==> src/rtl/slip_pkg.sv <==
package slip_pkg;

  // Bits needed to hold values 0..n
  function automatic int unsigned count_bits(input int unsigned n);
    return (n < 2) ? 1 : $clog2(n + 1);
  endfunction

  localparam int unsigned DEF_FLAGS = 4;

endpackage

==> src/rtl/slip_rst_sync.sv <==
module slip_rst_sync #(
  parameter int unsigned STAGES = 2
) (
  input  logic clk_i,
  input  logic rst_ni,
  output logic rst_no
);
  logic [STAGES-1:0] chain_q;
  logic [STAGES-1:0] chain_d;

  always_comb begin
    chain_d = {chain_q[STAGES-2:0], 1'b1};
  end

  always_ff @(posedge clk_i or negedge rst_ni) begin
    if (!rst_ni) chain_q <= '0;
    else         chain_q <= chain_d;
  end

  assign rst_no = chain_q[STAGES-1];
endmodule

==> src/rtl/slip_run_counter.sv <==
module slip_run_counter #(
  parameter int unsigned CW  = 5,
  parameter int unsigned SAT = 25
) (
  input  logic          clk_i,
  input  logic          rst_ni,
  input  logic          perr_i,
  output logic [CW-1:0] cnt_d_o,
  output logic [CW-1:0] cnt_q_o
);
  localparam logic [CW-1:0] SAT_V = CW'(SAT);

  logic [CW-1:0] cnt_q;
  logic [CW-1:0] cnt_d;
  logic          cnt_en;

  // The register moves when the pulse is low (restart) or while still below the ceiling
  always_comb begin
    cnt_en = !perr_i || (cnt_q != SAT_V);
    if (!perr_i) cnt_d = '0;
    else if (cnt_q == SAT_V) cnt_d = cnt_q;
    else cnt_d = cnt_q + CW'(1);
  end

  always_ff @(posedge clk_i or negedge rst_ni) begin
    if (!rst_ni)     cnt_q <= '0;
    else if (cnt_en) cnt_q <= cnt_d;
  end

  assign cnt_d_o = cnt_d;
  assign cnt_q_o = cnt_q;

  AST_CNT_CEILING: assert property (@(posedge clk_i) disable iff (!rst_ni)
    cnt_q <= SAT_V);
  AST_CNT_RESTART: assert property (@(posedge clk_i) disable iff (!rst_ni)
    !perr_i |=> cnt_q == '0);
  AST_CNT_STEP: assert property (@(posedge clk_i) disable iff (!rst_ni)
    (perr_i && cnt_q != SAT_V) |=> cnt_q == $past(cnt_q) + CW'(1));
  AST_CNT_HOLD: assert property (@(posedge clk_i) disable iff (!rst_ni)
    (perr_i && cnt_q == SAT_V) |=> cnt_q == SAT_V);
endmodule

==> src/rtl/slip_flag_bank.sv <==
module slip_flag_bank #(
  parameter int unsigned NF = 4,
  parameter int unsigned CW = 5,
  parameter int unsigned THRESH [NF] = '{8, 16, 24, 4}
) (
  input  logic          clk_i,
  input  logic          rst_ni,
  input  logic          clr_i,
  input  logic [CW-1:0] cnt_d_i,
  input  logic [CW-1:0] cnt_q_i,
  output logic [NF-1:0] flags_o
);
  logic [NF-1:0] hit;
  logic [NF-1:0] flags_q;
  logic [NF-1:0] flags_d;

  for (genvar i = 0; i < NF; i++) begin : g_cmp
    localparam logic [CW-1:0] LIMIT = CW'(THRESH[i]);
    assign hit[i] = cnt_d_i > LIMIT;

    AST_FLAG_STICKY: assert property (@(posedge clk_i) disable iff (!rst_ni)
      (flags_q[i] && !clr_i) |=> flags_q[i]);
    AST_FLAG_CAUSE: assert property (@(posedge clk_i) disable iff (!rst_ni)
      $rose(flags_q[i]) |-> cnt_q_i > LIMIT);
    AST_FLAG_CLEARED: assert property (@(posedge clk_i) disable iff (!rst_ni)
      clr_i |=> (!flags_q[i] || cnt_q_i > LIMIT));
  end

  // A crossing on the clear edge survives the clear
  always_comb begin
    flags_d = (clr_i ? '0 : flags_q) | hit;
  end

  always_ff @(posedge clk_i or negedge rst_ni) begin
    if (!rst_ni) flags_q <= '0;
    else         flags_q <= flags_d;
  end

  assign flags_o = flags_q;
endmodule

==> src/rtl/pll_slip_monitor.sv <==
module pll_slip_monitor #(
  parameter int unsigned N_FLAG = slip_pkg::DEF_FLAGS,
  parameter int unsigned THRESH [N_FLAG] = '{8, 16, 24, 4},
  parameter int unsigned RST_STAGES = 2
) (
  input  logic              clk_i,
  input  logic              rst_ni,
  input  logic              perr_i,
  input  logic              clr_i,
  output logic [N_FLAG-1:0] flags_o
);
  function automatic int unsigned peak_limit();
    int unsigned m = 0;
    for (int k = 0; k < int'(N_FLAG); k++) if (THRESH[k] > m) m = THRESH[k];
    return m;
  endfunction

  localparam int unsigned SAT = peak_limit() + 1;
  localparam int unsigned CW  = slip_pkg::count_bits(SAT);

  logic          rst_n;
  logic [CW-1:0] cnt_d;
  logic [CW-1:0] cnt_q;

  slip_rst_sync #(.STAGES(RST_STAGES)) u_rst (
    .clk_i (clk_i),
    .rst_ni(rst_ni),
    .rst_no(rst_n)
  );

  slip_run_counter #(.CW(CW), .SAT(SAT)) u_cnt (
    .clk_i  (clk_i),
    .rst_ni (rst_n),
    .perr_i (perr_i),
    .cnt_d_o(cnt_d),
    .cnt_q_o(cnt_q)
  );

  slip_flag_bank #(.NF(N_FLAG), .CW(CW), .THRESH(THRESH)) u_flags (
    .clk_i  (clk_i),
    .rst_ni (rst_n),
    .clr_i  (clr_i),
    .cnt_d_i(cnt_d),
    .cnt_q_i(cnt_q),
    .flags_o(flags_o)
  );

  AST_RESET_QUIET: assert property (@(posedge clk_i)
    !rst_n |=> (flags_o == '0 || rst_n));
endmodule

==> config.mk <==
export PLATFORM = sky130hd
export DESIGN_NAME = pll_slip_monitor
export DESIGN_NICKNAME = d
export VERILOG_FILES = /design/src/rtl/slip_pkg.sv /design/src/rtl/slip_rst_sync.sv /design/src/rtl/slip_run_counter.sv /design/src/rtl/slip_flag_bank.sv /design/src/rtl/pll_slip_monitor.sv
export SDC_FILE = /design/constraint.sdc
export NUM_CORES = 1
export LEC_CHECK = 0
export ABC_AREA = 1
export CORE_AREA = 2 2 39 41
export DETAILED_ROUTE_END_ITERATION = 8
export DIE_AREA = 0 0 41 43
export DONT_BUFFER_PORTS = 1
export SYNTH_ARGS = -nofsm -noshare
export SYNTH_HDL_FRONTEND = slang
export SYNTH_SLANG_ARGS = --single-unit
==> constraint.sdc <==
create_clock -name clk_i -period 0.8 [get_ports clk_i]
set_clock_uncertainty 0.1 [all_clocks]
set_input_delay 0.16 -clock clk_i [delete_from_list [all_inputs] [get_ports clk_i]]
set_output_delay 0.16 -clock clk_i [all_outputs]
set_load 0.01 [all_outputs]
==> summary.md <==
| Metric | Value |
|---|---|
| Status | finished, violations left |
| Failing checks | hold timing, setup timing |
| CTS Root Cell | clkbuf_4 |
| IO Count | 8 |
| DP HPWL | 804 µm |
| GRT Residual Overflow | 0 |
| Hold Buf Count CTS | 1 |
| Setup violations, final | 13 |
| Final setup TNS | -5.35 ns |
| Crit path max fanout | 4 |
| Clock latency on the worst-skew pair | 0.27 ns |
| Initial DRC count | 4 |
| Largest net degree at the start of global routing | 10 |
| First-pass GRT wire length | 1770 µm |
| Vias in the first global route | 439 |
| Pwr/cell area | 1540 nW/µm² |
| Fin util | 0.551 |
| First-pass DRT Iterations | 2 |
| Synth async-reset ratio | 1.00 |
| Clk sink count | 11 |
| Starting Density | 0.420 |
| Synth top area share | 0.473 |
| Worst min path class | in -> reg |
| Leakage power | 0.445 nW |
| Most common cell in the synthesized netlist | nand2_1 |
| Yosys warnings | 0 |
| Mapped Cells | 75 |
| Max-Cap Viols | 0 |
| Area Overhead vs Synth | 31.0% |
| Flops & latches, synth | 11 |
| Most frequent cells after synthesis | 22 x nand2_1, 12 x inv_1, 11 x dfrtp_1, 11 x nand3_1, 4 x nor2_1 |
| Final Hold Violating Endpoints | 4 |
| Layout cells sized above 1 | 0.367 |
| Critical path startpoint category | flip-flop |
| Wire per inst | 10.2 µm |
| Die Y | 43 µm |
| Die Wd | 41 µm |
| Final GP Congestion | 0.734 |
| Fin crit period | 1.46 ns |
| Diodes inserted | 0 |
| Tcrit/Tclk final | 1.82 |
| DRC errors left | 0 |
| Crit path capture type | flip-flop |
| Area leader, netlist | dfrtp_1 |
| Final WS setup | -0.656 ns |
| Worst path required time | 0.86 ns |
| Setup CP Type | reg -> reg |
| Die ar. | 1760 µm² |
| Core ar. | 1380 µm² |
| Cts bufs inserted | 3 |
| Design Area, Final | 762 µm² |
| Peak supply drop | 0.00108 V |
| Crit path arrival time | 1.52 ns |
| Post-synth EDFFs | 0 |
| Worst-path clk slew | 0.07 ns |
| GRT Util Overall | 0.154 |
| Nets@finish | 97 |
| RSZ-0062 raised after global routing | true |
| Syn nets | 81 |
| Via count | 487 |
| Final ANT Viol Nets | 0 |
| Synth Flop Type | dfrtp_1 |
| Hold_ws | -0.0554 ns |
| Final Slew Violations | 0 |
| # rows | 14 |
| CTS tree | built |
| IO buf count | 0 |
| Yosys cell types | 15 |
| Post-synthesis cell area | 582 µm² |
| Initial antenna violation count | 0 |
| Area post-placement | 659 µm² |
| WL final | 1080 µm |
| Clk buf depth | 2 |
| H-tree depth | 1 |
| Fmax | 687 MHz |
| Seq/Total Area, Yosys | 0.473 |
| Synth top area cells | dfrtp_1 47%, nand2_1 14%, nand3_1 9.5%, inv_1 7.7%, ha_1 4.3% |
| Vias/cell | 4.59 |
| Syn avg cell area | 7.76 µm² |
==> power by group <==
| group | internal, mW | switching [mW] |
|---|---|---|
| clock | 0.185 | 0.188 |
| sequential | 0.578 | 0.0254 |
| combinational | 0.104 | 0.0967 |
| total | 0.867 | 0.310 |
==> logic make-up after synthesis <==
family,Yosys count,synth area share
other,1,0.00645
AND/OR/NAND/NOR,45,0.361
AO/OA/AOI/OAI,1,0.00859
flip-flops,11,0.473
adder cells (fa/ha/maj),2,0.0430
buffers and inverters,14,0.0925
XOR/XNOR,1,0.0151
==> state kept, by name (all words and copies together), names as in the netlist <==
register	count
u_rst.chain_q	2
u_flags.flags_o	4
u_cnt.cnt_q_o	5
==> repair_timing <==
action,in CTS,in global routing
endpoints found under the hold margin,6,4
gates resized for setup,9,5
pin swaps,3,2
endpoints found under the setup margin,13,13
buffers inserted,2,1
==> metrics by stage <==
step | hold slack [ns] | setup WS (ns) | std cells | power (mW)
after floorplan | -0.236 | -0.578 | 75 | 0.707
after global placement | -0.236 | -0.650 | 98 | 0.762
after detailed placement | -0.236 | -0.676 | 98 | 0.763
after CTS | -0.0660 | -0.664 | 105 | 1.18
after global routing | -0.0510 | -0.779 | 106 | 1.24
final | -0.0554 | -0.656 | 106 | 1.18
==> cell usage in the layout (no fill, tap or decap), drive strengths merged <==
cell	n
dfrtp	11
xor2	1
clkbuf	3
nand3	13
inv	13
nand2	24
nand4	1
conb	1
ha	2
dlygate4sd3	1
buf	11
o21ai	1
clkinv	1
nor2	7
==> final timing paths <==
path                       cells after the start  slack, ns              from                 end
setup / recovery                              11      -0.66  u_cnt.cnt_q_o[1]  u_flags.flags_o[1]
hold reg to reg                                0       0.04  u_rst.chain_q[1]    u_cnt.cnt_q_o[4]
max in group asynchronous                      0       0.30  u_rst.chain_q[1]    u_cnt.cnt_q_o[2]
setup reg to reg                              11      -0.66  u_cnt.cnt_q_o[1]  u_flags.flags_o[1]
hold / removal                                 2      -0.06            perr_i    u_cnt.cnt_q_o[3]
min in group asynchronous                      1       0.02            rst_ni    u_rst.chain_q[1]
==> per-layer routing <==
metal / up-vias / global-route usage / routed length [µm]
li1: 259 / - / -
met1: 220 / 0.213 / 467
met2: 5 / 0.209 / 557
met3: 3 / 0.0785 / 42
met4: 0 / 0.0400 / 10
met5: - / 0 / 0
==> worst max-delay path: stages (launching register included) <==
cell and delay [ns]:
dfrtp_1 0.39, inv_1 0.06, ha_1 0.14, nand2_2 0.08, inv_2 0.09, nand2_4 0.07, nand3_2 0.07, nand2_2 0.08
nor2_4 0.12, nand2_1 0.05, nand2_1 0.05, nand2_1 0.04
==> area by class of cell <==
class                           count  area, µm²
Timing Repair Buffer               12        100
Tap cell                           16       20.0
Multi-Input combinational cell     50        290
Clock inverter                      1       5.00
Sequential cell                    11        275
Fill cell                         129        622
Inverter                           13       48.8
Clock buffer                        3       22.5
Note: power is estimated with default switching activity, not from simulation.
